**src/rtl/rand_start_trigger_pkg.sv**
```systemverilog
package rand_start_trigger_pkg;

  localparam int SEL_W = 2;

  // Map the two raw random bits onto 0..2 whole seconds.
  function automatic logic [SEL_W-1:0] fold_sel(input logic [SEL_W-1:0] raw);
    return (raw == 2'd3) ? 2'd2 : raw;
  endfunction

endpackage

```
**src/rtl/rand_start_trigger_lfsr.sv**
```systemverilog
module rand_start_trigger_lfsr #(
  parameter int             W    = 8,
  parameter logic [W-1:0]   TAPS = 8'hB8,
  parameter logic [W-1:0]   SEED = 8'h01
) (
  input  logic         clk,
  input  logic         rst_n,
  output logic [W-1:0] state
);

  logic fb;

  assign fb = ^(state & TAPS);

  always_ff @(posedge clk or negedge rst_n) begin
    if (!rst_n) begin
      state <= SEED;
    end else if (state == '0) begin
      state <= SEED;             // lock-up guard
    end else begin
      state <= {state[W-2:0], fb};
    end
  end

endmodule

```
**src/rtl/rand_start_trigger_delay.sv**
```systemverilog
// First one-shot: counts a loaded number of ticks, then raises a level.
module rand_start_trigger_delay #(
  parameter int CNT_W = 12
) (
  input  logic             clk,
  input  logic             rst_n,
  input  logic             load,
  input  logic [CNT_W-1:0] load_val,
  input  logic             tick,
  output logic             active,
  output logic             expired
);

  logic [CNT_W-1:0] remain;

  always_ff @(posedge clk or negedge rst_n) begin
    if (!rst_n) begin
      remain  <= '0;
      active  <= 1'b0;
      expired <= 1'b0;
    end else if (load) begin
      remain  <= load_val;
      active  <= 1'b1;
      expired <= 1'b0;
    end else if (active && tick) begin
      if (remain <= CNT_W'(1)) begin
        remain  <= '0;
        active  <= 1'b0;
        expired <= 1'b1;
      end else begin
        remain <= remain - CNT_W'(1);
      end
    end
  end

endmodule

```
**src/rtl/rand_start_trigger_pulse.sv**
```systemverilog
// Second one-shot: one registered pulse per rising edge of the level input.
module rand_start_trigger_pulse (
  input  logic clk,
  input  logic rst_n,
  input  logic cancel,
  input  logic level,
  output logic pulse
);

  logic seen;

  always_ff @(posedge clk or negedge rst_n) begin
    if (!rst_n) begin
      seen  <= 1'b0;
      pulse <= 1'b0;
    end else if (cancel) begin
      seen  <= 1'b0;
      pulse <= 1'b0;
    end else begin
      seen  <= level;
      pulse <= level & ~seen;
    end
  end

endmodule

```
**src/rtl/rand_start_trigger.sv**
```systemverilog
module rand_start_trigger
  import rand_start_trigger_pkg::*;
#(
  parameter int              LFSR_W        = 8,
  parameter logic [LFSR_W-1:0] LFSR_TAPS   = 8'hB8,
  parameter logic [LFSR_W-1:0] LFSR_SEED   = 8'h01,
  parameter int              TICKS_PER_SEC = 1000,
  parameter int              OFFSET_TICKS  = 500
) (
  input  logic             clk,
  input  logic             rst_n,
  input  logic             ms_tick,
  input  logic             arm_press,
  output logic             start_pulse,
  output logic             busy,
  output logic [SEL_W-1:0] delay_sec
);

  localparam int MAX_SEC   = 2;
  localparam int MAX_DELAY = MAX_SEC * TICKS_PER_SEC + OFFSET_TICKS;
  localparam int CNT_W     = $clog2(MAX_DELAY + 1);

  logic [LFSR_W-1:0] lfsr_q;
  logic [SEL_W-1:0]  sel_now;
  logic [CNT_W-1:0]  load_val;
  logic              wait_active;
  logic              wait_expired;

  rand_start_trigger_lfsr #(
    .W    (LFSR_W),
    .TAPS (LFSR_TAPS),
    .SEED (LFSR_SEED)
  ) u_lfsr (
    .clk   (clk),
    .rst_n (rst_n),
    .state (lfsr_q)
  );

  assign sel_now  = fold_sel(lfsr_q[SEL_W-1:0]);
  assign load_val = CNT_W'(int'(sel_now) * TICKS_PER_SEC + OFFSET_TICKS);

  rand_start_trigger_delay #(
    .CNT_W (CNT_W)
  ) u_delay (
    .clk      (clk),
    .rst_n    (rst_n),
    .load     (arm_press),
    .load_val (load_val),
    .tick     (ms_tick),
    .active   (wait_active),
    .expired  (wait_expired)
  );

  rand_start_trigger_pulse u_pulse (
    .clk    (clk),
    .rst_n  (rst_n),
    .cancel (arm_press),
    .level  (wait_expired & ~wait_active),
    .pulse  (start_pulse)
  );

  always_ff @(posedge clk or negedge rst_n) begin
    if (!rst_n) begin
      delay_sec <= '0;
      busy      <= 1'b0;
    end else begin
      if (arm_press) begin
        delay_sec <= sel_now;
      end
      if (arm_press) begin
        busy <= 1'b1;
      end else if (start_pulse) begin
        busy <= 1'b0;
      end
    end
  end

endmodule

```
**config.mk**
```make
export PLATFORM = sky130hd
export DESIGN_NAME = rand_start_trigger
export DESIGN_NICKNAME = d
export VERILOG_FILES = /design/src/rtl/rand_start_trigger_pkg.sv /design/src/rtl/rand_start_trigger_lfsr.sv /design/src/rtl/rand_start_trigger_delay.sv /design/src/rtl/rand_start_trigger_pulse.sv /design/src/rtl/rand_start_trigger.sv
export SDC_FILE = /design/constraint.sdc
export NUM_CORES = 1
export LEC_CHECK = 0
export ABC_AREA = 0
export BUFFER_PORTS_ARGS = -buffer_cell sky130_fd_sc_hd__buf_2
export CAP_MARGIN = 20
export CORE_UTILIZATION = 32
export CTS_CLUSTER_DIAMETER = 120
export DETAILED_ROUTE_END_ITERATION = 12
export GPL_TIMING_DRIVEN = 1
export SLEW_MARGIN = 20
export SYNTH_ARGS = -nofsm -noshare
export SYNTH_HDL_FRONTEND = slang
export SYNTH_HIERARCHICAL = 1
export SYNTH_SLANG_ARGS = --single-unit
```
**constraint.sdc**
```tcl
create_clock -name clk -period 5.1 [get_ports clk]
set_clock_uncertainty 0.15 [all_clocks]
set_input_delay 0.51 -clock clk [delete_from_list [all_inputs] [get_ports clk]]
set_output_delay 0.51 -clock clk [all_outputs]
set_load 0.01 [all_outputs]
```
* Word level (Yosys, flattened, before mapping)
Cells that the tools add are included.
** Storage, ports and cells
- Word-level logic and storage cells :: 39
- Flip-flop bits (word level) :: 27
- Output and inout bits :: 4
** Operators by class
- Multiply operators :: 1
- Eq/ne operators :: 1
- Magnitude comparators :: 1
- Reductions and logical operators :: 7
- $add $sub $neg :: 2
- Mux-type cells :: 15
- Bitwise gates (word level) :: 4
** Operators with widths (count)
- two-way mux 12 bit :: 3
- adder 12 x 9 -> 12 bit, second input constant :: 1
- less-or-equal comparator 12 x 1 -> 1 bit, second input constant :: 1
- subtractor 12 x 1 -> 12 bit, second input constant :: 1
- two-way mux 1 bit :: 10
- multiplier 2 x 7 -> 9 bit, second input constant :: 1
- zero test 8 bit :: 1
- two-way mux 8 bit :: 1
- XOR reduction 8 bit :: 1
- nonzero test 2 bit :: 3
- AND 1 bit :: 2
- equality test 2 bit, second input constant :: 1
- two-way mux 2 bit :: 1
- NOT 1 bit :: 2
- AND reduction 2 bit :: 1
- logical AND 1 bit :: 1

* Depth between registers and ports, before layout
- Depth in word-level cells :: 5
- Depth in mapped cells :: 6

* Modules after synthesis
The synthesis kept the hierarchy.
** Modules (own cells, without submodules)
- rand_start_trigger_delay :: times used 1, cells an instance 102, area each 928.4 µm²
- rand_start_trigger_lfsr :: times used 1, cells an instance 22, area each 295.3 µm²
- rand_start_trigger :: times used 1, cells an instance 14, area each 146.4 µm²
- rand_start_trigger_pulse :: times used 1, cells an instance 4, area each 68.8 µm²

* Worst setup path before layout
OpenSTA, ideal clock, no wires.
- Path type :: register -> register
- From :: reg u_delay.remain[0]
- To :: reg u_delay.remain[10]
- Arrival time :: 1.649 ns
- Cell stages (with the launch flop) :: 7
- Period minus slack after synthesis :: 1.865 ns
- Required time :: 4.884 ns
- Path slack :: 3.235 ns
- Library setup time :: 0.066 ns
- Path through :: dfrtp_1 > inv_1 > ha_1 > nor3b_1 > nand4_1 > nor4b_1 > a221o_1
** Between the ends
- Cells in the longest elaborated chain, start to end :: 4
- Elaborated cells on any way between the ends :: 5
- Classes of those cells :: add/sub: 1; order compare: 1; mux: 3
** RTL lines
- start: declaration :: RTL line rand_start_trigger_delay.sv:14 : logic [CNT_W-1:0] remain;
- start signal: assignment :: RTL line rand_start_trigger_delay.sv:22 : remain <= load_val;
- start signal: assignment :: RTL line rand_start_trigger_delay.sv:31 : remain <= remain - CNT_W'(1);
- subtractor 12 x 1 -> 12 bit or less-or-equal comparator 12 x 1 -> 1 bit (tied branches) :: RTL line rand_start_trigger_delay.sv:31, rand_start_trigger_delay.sv:26
- two-way mux 12 bit (*) :: RTL line rand_start_trigger_delay.sv:26 : if (remain <= CNT_W'(1)) begin
- two-way mux 12 bit (*) :: RTL line rand_start_trigger_delay.sv:25 : end else if (active && tick) begin
- two-way mux 12 bit (*) :: RTL line rand_start_trigger_delay.sv:21 : end else if (load) begin
Mark *: on every way between the ends. The rest lies on a longest branch, timed or not. The select of a mux whose other input is x is not followed.
A chain may end at the register's enable or synchronous reset.

* Final worst setup path
Same ends and word-level chain as after synthesis.

==> run summary <==
status -> complete, no violations
Gate power share -> 0.121
vias in the first global route -> 956
P_int -> 0.2969 mW
I/O pins -> 8
clock latency on the worst-skew pair -> 0.27 ns
simple-gate share of the synthesized area -> 0.2235
clock-pin slew on the worst setup and hold paths -> 0.09 ns
pin count of the biggest net entering global routing -> 34
post-synthesis xor/xnor area fraction -> 0.02870
DR WL met2 -> 1303 um
via/cell ratio -> 5.245
endpoints failing setup -> 0
pwr dens -> 258.0 nW/um^2
cell depth of the worst flop-to-flop path -> 6
Seq cells post-synth -> 27
relative slew slack -> 0.5909
CP endpoint kind -> register
fraction of registers with async set or reset after synthesis -> 1.000
LEAKAGE -> 0.6844 nW
Synth cell types -> 45
Synth-to-Final Area Change -> 8.696%
CTS tree -> yes
diode count -> 0
initial core utilization -> 0.3328
CP max FO -> 6
cell family with most CP delay -> simple AND/OR/NAND/NOR gates
Max H-tree Level -> 1
Setup TNS Final -> 0 ns
initial antenna violation count -> 0
maxcap violations -> 0
critical path data arrival time -> 2.26 ns
clock group share of total power -> 0.299
first-pass GRT wire length -> 4443 um
Port-buffer cells -> 7
worst slew pin tran -> 0.6123 ns
RSZ-0062 raised after global routing -> no
Synth Instances -> 142
period utilization -> 0.4313
critical path required time -> 5.16 ns
Layout Nets -> 156
Top FF cell, synth -> dfrtp_1
die area -> 4769 um^2
via count -> 1,049
Synth Area in Adders -> 0.02609
critical-path cell list -> inv_1 > ha_1 > nor3b_1 > nand4_1 > nor4b_1 > a221o_1
Hold Vio Cnt, Final -> 0
sum of net half-perimeters after detailed placement -> 1891 um
clock tree buffer depth -> 2
DRT met1 WL -> 1249 um
grt ovf -> 0
Seq/Total Area, Yosys -> 0.4704
EDFF count, synth -> 0
min-delay worst type -> in2async
FF-to-FF setup slack -> 2.90 ns
Ys Warns -> 6
f_max -> 454.6 MHz
GP Congestion -> 0.8005
post-synthesis mux area share -> 0.04087
PnR Total Power -> 0.4034 mW
CTS root buf -> clkbuf_8
sequential share of power -> 0.580
Syn Area/Cell -> 10.13 um^2
core area -> 4324 um^2
mapped cell area -> 1439 um^2
drc violations -> 0
CP startpoint kind -> register
Final ANT Viol Nets -> 0
Sink Count -> 27
drt total wl -> 2667 um
peak supply drop -> 0.1593 mV
Die X -> 69.06 um
wire length per cell -> 13.34 um
post-CTS setup buffers -> 0
Period minus WS final -> 2.200 ns
layout cells sized above 1 -> 0.1622
CP Depth -> 6
Compound-Gate Fraction of Synth Area -> 0.1496
cts repair resizes -> 0
slowest stage delay, CP -> 0.54 ns
critical path type -> reg2reg
gr usage total -> 0.1150
Worst Path Buf+Inv -> 1
DR iter-0 viols -> 20
die height -> 69.06 um
Max Slew Vio Count -> 0
Max Used Layer -> met4
Max stage delay cell, worst path -> nor3b_1
fill count -> 458
WL met3 -> 84 um
CTS buffer count -> 3
hold-fix buffer count after cts -> 0
largest family of logic cells by synthesized area -> simple AND/OR/NAND/NOR gates
# rows -> 24
P_sw -> 0.1065 mW
switch share -> 0.2641
DR pass1 iterations -> 4
## flip-flops by register name (all words and copies together) (netlist names)
| name | count |
|---|---|
| u_delay/remain | 12 |
| busy | 1 |
| u_delay/active | 1 |
| u_lfsr/state | 8 |
| u_delay/expired | 1 |
| u_pulse/seen | 1 |
| delay_sec | 2 |
| u_pulse/pulse | 1 |
## per-layer routing
layer  GRT usage  vias to the layer above
li1            -                      501
met1      0.1500                      524
met2      0.1953                       20
met3     0.01754                        4
met4     0.03628                        0
met5           0                        -
## Yosys cell counts, types with 3 or more instances
master / instances / area share
a21oi_1: 9 / 0.031
a31oi_1: 3 / 0.013
a32oi_1: 3 / 0.018
clkbuf_1: 9 / 0.023
dfrtp_1: 26 / 0.45
ha_1: 3 / 0.026
inv_1: 11 / 0.029
nand2_1: 8 / 0.021
nand2b_1: 4 / 0.017
nand4_1: 3 / 0.013
nor2_1: 6 / 0.016
nor2b_1: 4 / 0.017
nor3_1: 4 / 0.014
o21ai_0: 10 / 0.035
## final timing paths
path / to / startpoint
setup / recovery: u_delay/remain[10] / u_delay/remain[0]
hold / removal: u_delay/remain[11] / rst_n
setup reg to reg: u_delay/remain[10] / u_delay/remain[0]
hold reg to reg: u_lfsr/state[7] / u_lfsr/state[6]
max in group asynchronous: delay_sec[0] / rst_n
min in group clk: u_lfsr/state[7] / u_lfsr/state[6]
## area by class of cell
cell class | count | area [um^2] | share of cell area
inverters | 11 | 41.29 | 0.02640
repair buffers | 7 | 35.03 | 0.02240
flip-flops and latches | 27 | 676.9 | 0.4328
well taps | 52 | 65.06 | 0.04160
multi-input cells | 99 | 700.7 | 0.4480
clock buffers | 4 | 45.04 | 0.02880
## power groups by stage
stage	logic [mW]	registers, mW	clock network, mW
3_5_place_dp	0.0488	0.238	0
3_3_place_gp	0.0474	0.237	0
4_1_cts	0.0489	0.234	0.126
2_1_floorplan	0.0359	0.235	0
5_1_grt	0.0546	0.236	0.133
6_report	0.0488	0.234	0.121
## stage by stage
stage / area, um^2 / instances / util / setup slack [ns] / hold WS (ns)
final: 1564 / 200 / 0.3617 / 2.900 / 0.08820
after global routing: 1564 / 200 / 0.3617 / 2.677 / 0.1312
after detailed placement: 1519 / 196 / 0.3513 / 2.964 / 0.2267
after floorplan: 1458 / 147 / - / 3.235 / 0.06441
after CTS: 1564 / 200 / 0.3617 / 2.913 / 0.1123
after global placement: 1519 / 196 / 0.3513 / 3.087 / 0.2102
## cell usage in the layout (no fill, tap or decap), drive strengths merged, types with 2 or more instances in the layout
master	Yosys	routed
a21o	2	2
a21oi	9	9
a22oi	2	2
a31oi	3	3
a32oi	3	3
a41oi	2	2
and2	2	2
buf	1	7
clkbuf	9	4
conb	2	7
dfrtp	26	26
ha	3	3
inv	11	11
mux2	4	4
nand2	8	8
nand2b	4	4
nand4	4	4
nor2	6	6
nor2b	5	5
nor3	5	5
nor3b	3	3
nor4	3	3
o21ai	10	10
## logic make-up after synthesis
family	Yosys count
compound gates	34
xor+xnor	3
fa+ha+maj	3
buf+inv	21
flops	27
mux	5
other cells	2
simple gates	47
No activity file was read; power rests on OpenSTA's default activity.
